===== src/rtl/tribank_pkg.sv =====
package tribank_pkg;
  localparam int OFFSET_W  = 12;
  localparam int DATA_W    = 8;
  localparam int RAM_AW    = 8;
  localparam int BANK_W    = 2;
  localparam int NUM_BANKS = 3;
  localparam int ROM_AW    = BANK_W + OFFSET_W;
  localparam int RAM_DEPTH = 1 << RAM_AW;
  localparam int PAGE_W    = OFFSET_W - RAM_AW;

  typedef struct packed {
    logic              bankLoad;
    logic [BANK_W-1:0] bankSel;
    logic              ramWrite;
    logic              ramRead;
    logic              romRead;
    logic              driveOut;
  } ctrl_strobes_t;
endpackage


===== src/rtl/mapper_ctrl.sv =====
module mapper_ctrl
  import tribank_pkg::*;
#(
  parameter logic [OFFSET_W-1:0] HOT_BASE   = 12'hFF8,
  parameter logic [BANK_W-1:0]   RESET_BANK = 2'd2
) (
  input  logic                clk,
  input  logic                rstN,
  input  logic                cartSel,
  input  logic [OFFSET_W-1:0] offset,
  input  logic                isWrite,
  input  logic                strobe,
  output ctrl_strobes_t       strb,
  output logic [BANK_W-1:0]   curBank,
  output logic [BANK_W-1:0]   effBank
);
  logic              hit;
  logic [BANK_W-1:0] hitBank;
  logic              qualified;
  logic              inWritePort;
  logic              inReadPort;
  logic [BANK_W-1:0] bankReg;

  // Bank-select offset decode: HOT_BASE + b selects bank b
  always_comb begin
    hit     = 1'b0;
    hitBank = '0;
    for (int b = 0; b < NUM_BANKS; b++) begin
      if (offset == OFFSET_W'(int'(HOT_BASE) + b)) begin
        hit     = 1'b1;
        hitBank = BANK_W'(b);
      end
    end
  end

  assign qualified   = strobe & cartSel;
  assign inWritePort = (offset[OFFSET_W-1:RAM_AW] == '0);
  assign inReadPort  = (offset[OFFSET_W-1:RAM_AW] == PAGE_W'(1));

  always_comb begin
    strb.bankLoad = qualified & hit;
    strb.bankSel  = hitBank;
    strb.ramWrite = qualified & isWrite & inWritePort;
    strb.ramRead  = qualified & ~isWrite & (inWritePort | inReadPort);
    strb.romRead  = qualified & ~isWrite & ~(inWritePort | inReadPort);
    strb.driveOut = qualified & ~isWrite;
  end

  always_ff @(posedge clk or negedge rstN) begin
    if (!rstN)              bankReg <= RESET_BANK;
    else if (strb.bankLoad) bankReg <= strb.bankSel;
  end

  assign curBank = bankReg;
  // A select read fetches from the bank it is selecting
  assign effBank = strb.bankLoad ? strb.bankSel : bankReg;
endmodule


===== src/rtl/mapper_dpath.sv =====
module mapper_dpath
  import tribank_pkg::*;
(
  input  logic                clk,
  input  ctrl_strobes_t       strb,
  input  logic [OFFSET_W-1:0] offset,
  input  logic [DATA_W-1:0]   wrData,
  input  logic [BANK_W-1:0]   effBank,
  input  logic [DATA_W-1:0]   romData,
  output logic [ROM_AW-1:0]   romAddr,
  output logic [DATA_W-1:0]   rdData
);
  logic [DATA_W-1:0] mem [RAM_DEPTH];

  always_ff @(posedge clk) begin
    if (strb.ramWrite) mem[offset[RAM_AW-1:0]] <= wrData;
  end

  assign romAddr = {effBank, offset};

  always_comb begin
    if (strb.ramRead)      rdData = mem[offset[RAM_AW-1:0]];
    else if (strb.romRead) rdData = romData;
    else                   rdData = '0;
  end
endmodule


===== src/rtl/tribank_mapper.sv =====
module tribank_mapper
  import tribank_pkg::*;
(
  input  logic                clk,
  input  logic                rstN,
  input  logic [OFFSET_W:0]   cpuAddr,
  input  logic                cpuWrite,
  input  logic                accessStrobe,
  input  logic [DATA_W-1:0]   wrData,
  input  logic [DATA_W-1:0]   romData,
  output logic [ROM_AW-1:0]   romAddr,
  output logic [DATA_W-1:0]   rdData,
  output logic                rdDrive
);
  ctrl_strobes_t     strb;
  logic [BANK_W-1:0] curBank;
  logic [BANK_W-1:0] effBank;

  mapper_ctrl u_ctrl (
    .clk     (clk),
    .rstN    (rstN),
    .cartSel (cpuAddr[OFFSET_W]),
    .offset  (cpuAddr[OFFSET_W-1:0]),
    .isWrite (cpuWrite),
    .strobe  (accessStrobe),
    .strb    (strb),
    .curBank (curBank),
    .effBank (effBank)
  );

  mapper_dpath u_dpath (
    .clk     (clk),
    .strb    (strb),
    .offset  (cpuAddr[OFFSET_W-1:0]),
    .wrData  (wrData),
    .effBank (effBank),
    .romData (romData),
    .romAddr (romAddr),
    .rdData  (rdData)
  );

  assign rdDrive = strb.driveOut;
endmodule


===== config.mk =====
export PLATFORM = sky130hd
export DESIGN_NAME = tribank_mapper
export DESIGN_NICKNAME = d
export VERILOG_FILES = /design/src/rtl/tribank_pkg.sv /design/src/rtl/mapper_ctrl.sv /design/src/rtl/mapper_dpath.sv /design/src/rtl/tribank_mapper.sv
export SDC_FILE = /design/constraint.sdc
export NUM_CORES = 2
export LEC_CHECK = 0
export BUFFER_PORTS_ARGS = -buffer_cell sky130_fd_sc_hd__buf_2
export CAP_MARGIN = 5
export CORE_AREA = 4 4 386 388
export CTS_CLUSTER_SIZE = 14
export DETAILED_ROUTE_END_ITERATION = 12
export DIE_AREA = 0 0 390 392
export GPL_TIMING_DRIVEN = 0
export PLACE_DENSITY = 0.72
export SLEW_MARGIN = 40
export SYNTH_ARGS = -nofsm -noshare
export SYNTH_HDL_FRONTEND = slang
export SYNTH_SLANG_ARGS = --single-unit

===== constraint.sdc =====
create_clock -name clk -period 2.9 [get_ports clk]
set_input_delay 0.145 -clock clk [delete_from_list [all_inputs] [get_ports clk]]
set_output_delay 0.145 -clock clk [all_outputs]
set_load 0.02 [all_outputs]

Word-level counts from Yosys, hierarchy flattened
Memory sizes are Yosys's and may differ from the RTL's.
Cells that the tools add are included.
{"block": "word_totals", "register_bits": 2, "input_bits": 33, "elab_cells": 27, "mem_count": 1, "ramBits": 2048, "out_inout_bits": 23}
{"memory": "u_dpath.mem", "depth": 256, "word_bits": 8, "rd": 1, "rd_ports_with_merged_regs": 0, "write_ports": 1, "line_no": "mapper_dpath.sv:13", "source": "logic [DATA_W-1:0] mem [RAM_DEPTH];"}
{"block": "op_classes", "n_mux": 10, "bitwise": 10, "eq_ne": 4, "n_reduce_logical": 1}
{"cell": "12-bit equality test (second input constant)", "n": 3}
{"cell": "8-bit 2-to-1 mux", "n": 2}
{"cell": "1-bit AND", "n": 7}
{"cell": "1-bit 2-to-1 mux", "n": 6}
{"cell": "4-bit by 1-bit equality test with 1-bit output (second input constant)", "n": 1}
{"cell": "4-bit logical NOT", "n": 1}
{"cell": "2-bit 2-to-1 mux", "n": 2}
{"cell": "1-bit inverter", "n": 2}
{"cell": "1-bit OR", "n": 1}

Longest topological paths before layout
{"block": "depth", "ltp_word": 6, "depth_mapped": 13, "ltp_nobuf": 7}

Modules after synthesis
Synthesis repeated with hierarchy kept, for this count alone.
{"block": "hier_totals", "hier_cells": 3911, "area_unflattened_um2": 80487.2}
{"module": "mapper_dpath", "area_each_um2": 80273.2, "seq_area_each_um2": 61499.0, "n_inst": 1, "cells_per_inst": 3890}
{"module": "mapper_ctrl", "area_each_um2": 214.0, "seq_area_each_um2": 51.3, "n_inst": 1, "cells_per_inst": 21}

Worst setup path after synthesis
No wires, ideal clock.
{"block": "synth_path", "kind": "input port to flip-flop", "from": "input cpuAddr[1]", "to": "memory u_dpath.mem[220][0], enable pin", "t_arrival_ns": 2.152, "setup_slack_ns": 0.378, "path_buffers": 6, "t_required_ns": 2.530, "path_stages": 9, "setup_time_ns": 0.370, "path_cell_list": "buf_2 > buf_4 > buf_4 > clkbuf_4 > buf_2 > nor3_1 > nand2_1 > clkbuf_1 > nor2_1"}
{"item": "start, declared", "line_no": "tribank_mapper.sv:6", "source": "input logic [OFFSET_W:0] cpuAddr,"}
{"item": "end, declared", "line_no": "mapper_dpath.sv:13"}
Straight into the memory's write port.

Worst setup path after layout
{"block": "layout_path", "from": "input cpuAddr[0]", "to": "output rdData[4]"}
{"block": "layout_via", "elab_chain_len": 2}
{"item": "memory read 256 x 8 bit"}
{"item": "8-bit 2-to-1 mux", "line_no": "mapper_dpath.sv:22", "source": "if (strb.ramRead) rdData = mem[offset[RAM_AW-1:0]];"}
{"item": "end, declared", "line_no": "tribank_mapper.sv:12", "source": "output logic [DATA_W-1:0] rdData,"}
No other way between the ends.

==> results.json <==
{
  "grt.total_usage_pct": 31.0,
  "synth_adder_area_share_pct": 0,
  "drt-wirelength-per-cell_microns": 37.8,
  "drive_above_1_share_pct": 31.6,
  "grt_max_degree": 109,
  "rrSetupSlack_ns": 1.59,
  "netlist_top_cells_count": "edfxtp_1 (2048), mux4_2 (436), nor2_1 (288)",
  "synth.avg_cell_area_sq_um": 20.8,
  "netlist.area_leader.share_pct": 77.2,
  "synth.ff_latch_count": 2050,
  "cts.sinks": 2050,
  "antenna_found_initial": 7,
  "async_reset_ff_share_pct": 0.0976,
  "yosys.cell_count.top_type": "edfxtp_1",
  "place_congestion": 1.03,
  "rsz0062_at_grt": "yes",
  "synth_area_leaders": "edfxtp_1 (77%), mux4_2 (12%), mux2i_1 (2.1%)",
  "yosys.area_share.simple_pct": 3.31,
  "die_area_sq_um": 153000,
  "synth_area_sq_um": 79700,
  "setup_ws_ns": -0.850,
  "finalCriticalPeriod_ns": 3.75,
  "synthXorXnorAreaFrac_pct": 0,
  "worstSetupPathType": "in -> out",
  "powerDensity_nw_per_um2": 665,
  "yosysWarnings": 0,
  "grt_first_pass_wirelength_microns": 326000,
  "ys_types": 59,
  "ir_worst_vdd_mv": 0.606,
  "ios": 56,
  "drc": 0,
  "wl_microns": 236000,
  "cp_max_fo": 10,
  "dpl_cell_area_sq_um": 83600,
  "synth_top_family_by_area": "multiplexers",
  "fmax_ghz": 0.267,
  "vias": 43200,
  "start_kind": "primary input",
  "synth.yosys.seq_area_share_pct": 77.3,
  "status": "complete, but fails checks",
  "clock_latency_ns": 0.86,
  "max_slew_margin_pct": 33.3,
  "core-area_sq_um": 145000,
  "finalCritPeriodShare_pct": 129,
  "muxShareOfSynthArea_pct": 14.6,
  "worst_pin_slew_ns": 1.00,
  "synth_nets": 3865,
  "fin_hold_ws_ns": 0.140,
  "synth_ff_type": "edfxtp_1",
  "hold_path.class": "in -> async",
  "first_pass_iters": 9,
  "fin_skew_ns": 0,
  "synth_compound_area_share_pct": 3.05,
  "rows": 140,
  "violations": "negative setup slack",
  "clk_path_buf_depth": 3,
  "htree_levels": 4,
  "viasPerCell": 6.92,
  "utilization_pct": 63.2,
  "overflow": 0,
  "syn_inst": 3832,
  "worst_ep_arrival_time_ns": 3.61,
  "clk_pin_slew_ns": 0.06,
  "place_ws_ns": -1.82,
  "cts_buffers": 195,
  "cts_root_buffer": "clkbuf_16",
  "die_width_microns": 390,
  "hpwl_microns": 158000,
  "final_antenna_net_count": 0,
  "first_global_vias": 41800,
  "cts_tree": "built",
  "drt_iter0_drc": 7649,
  "nNetsFinal": 4182,
  "crit_path_end_kind": "primary output",
  "setup_violations": 168,
  "design_area_sq_um": 91800,
  "die_h_microns": 392,
  "timing.final.max_slew_violations": 0,
  "synth_enable_flop_cells": 2048,
  "start_util_pct": 54.8,
  "power_leakage_nw": 28.6,
  "drv_cap": 0,
  "syn_to_final_growth_pct": 15.3,
  "hold_viol_final": 0,
  "synth_area_leader_cell": "edfxtp_1",
  "port_buffers": 53,
  "worstPathRequired_ns": 2.76
}
-- routing by layer --
metal | global-route usage [%] | vias up | part of all wire (%)
met2 | 44.2 | 3572 | 44
li1 | - | 16700 | -
met4 | 18.6 | 6 | 7.1
met1 | 41.8 | 22200 | 34
met5 | 0 | - | 0.018
met3 | 10.5 | 688 | 15
-- state kept, by name (all words and copies together) (netlist names) --
| signal | cells |
|---|---|
| u_dpath.mem | 2048 |
| u_ctrl.curBank | 2 |
-- where the power goes --
part | switching, mW | internal [mW]
Combinational | 2.36 | 1.14
Clock | 11.1 | 13.9
Sequential | 0.000442 | 32.6
-- cell type report --
cell class,instances,area (sq um)
Antenna cell,6,15.0
Buffer,240,1690
Clock buffer,241,5140
Clock inverter,118,1050
Fill cell,9515,53600
Inverter,4,15.0
Multi-Input combinational cell,1537,18400
Sequential cell,2050,61600
Tap cell,1917,2400
Timing Repair Buffer,121,1560
-- final timing paths --
path,start,to,cells after the start
worst max register to register,u_ctrl.curBank[1],u_ctrl.curBank[1],3
min in group clk,wrData[1],u_dpath.mem[118][1],2
worst min register to register,u_ctrl.curBank[1],u_ctrl.curBank[1],3
worst max-delay path,cpuAddr[0],rdData[4],13
worst min-delay path,rstN,u_ctrl.curBank[0],3
max in group asynchronous,rstN,u_ctrl.curBank[1],3
-- critical path, stage by stage --
cell       delay (ns)
buf_2            0.16
buf_6            0.18
buf_6            0.18
buf_4            0.24
inv_2            0.30
buf_4            0.39
mux2i_1          0.29
o211ai_1         0.27
nor4_4           0.39
o2111ai_2        0.22
a221oi_4         0.47
o31ai_1          0.14
buf_2            0.18
-- kinds of logic (layout without fill, tap and decap cells) --
| group | Yosys count | count (layout) |
|---|---|---|
| AOI/OAI and AO/OA | 333 | 333 |
| other | 0 | 6 |
| and+or+nand+nor | 587 | 587 |
| buffers and inverters | 245 | 724 |
| muxes | 617 | 617 |
| DFF | 2050 | 2050 |
-- cell usage in the layout (no fill, tap or decap), types with 11 or more instances in the layout --
master,instances
a221oi_1,14
bufinv_16,14
clkbuf_2,36
buf_16,30
clkinv_1,58
a221oi_2,12
a22oi_1,61
buf_2,88
nand2_2,19
mux4_2,436
nor2_1,65
buf_4,76
buf_6,42
o22ai_1,45
nor2b_1,19
buf_8,18
clkinv_2,31
mux2i_1,160
nor2_4,84
a31oi_1,35
clkbuf_16,199
edfxtp_1,2048
dlygate4sd3_1,15
clkbuf_1,77
nand2_1,75
a22o_1,26
a21oi_1,20
nand4_1,15
nor2_2,141
clkbuf_4,11
a211oi_1,30
nand3_1,84
mux2_2,16
-- through the flow --
stage          power [mW]  setup TNS, ns  std cells
6_report             61.1         -11.75       6234
5_1_grt              62.4          -6.08       6229
4_1_cts              60.9          -6.47       6227
3_5_place_dp         36.4       -2543.43       5845
3_3_place_gp         36.3       -6478.03       5802
2_1_floorplan        34.7              0       3832
-- repair_timing --
action,4_1_cts,5_1_grt
hold buffers,15,0
resized for setup,351,101
pin swaps,21,12
endpoints found under the hold margin,693,0
setup endpoints to repair,1754,1124
buffers inserted,9,0
Power figures use the tool's default switching activity.
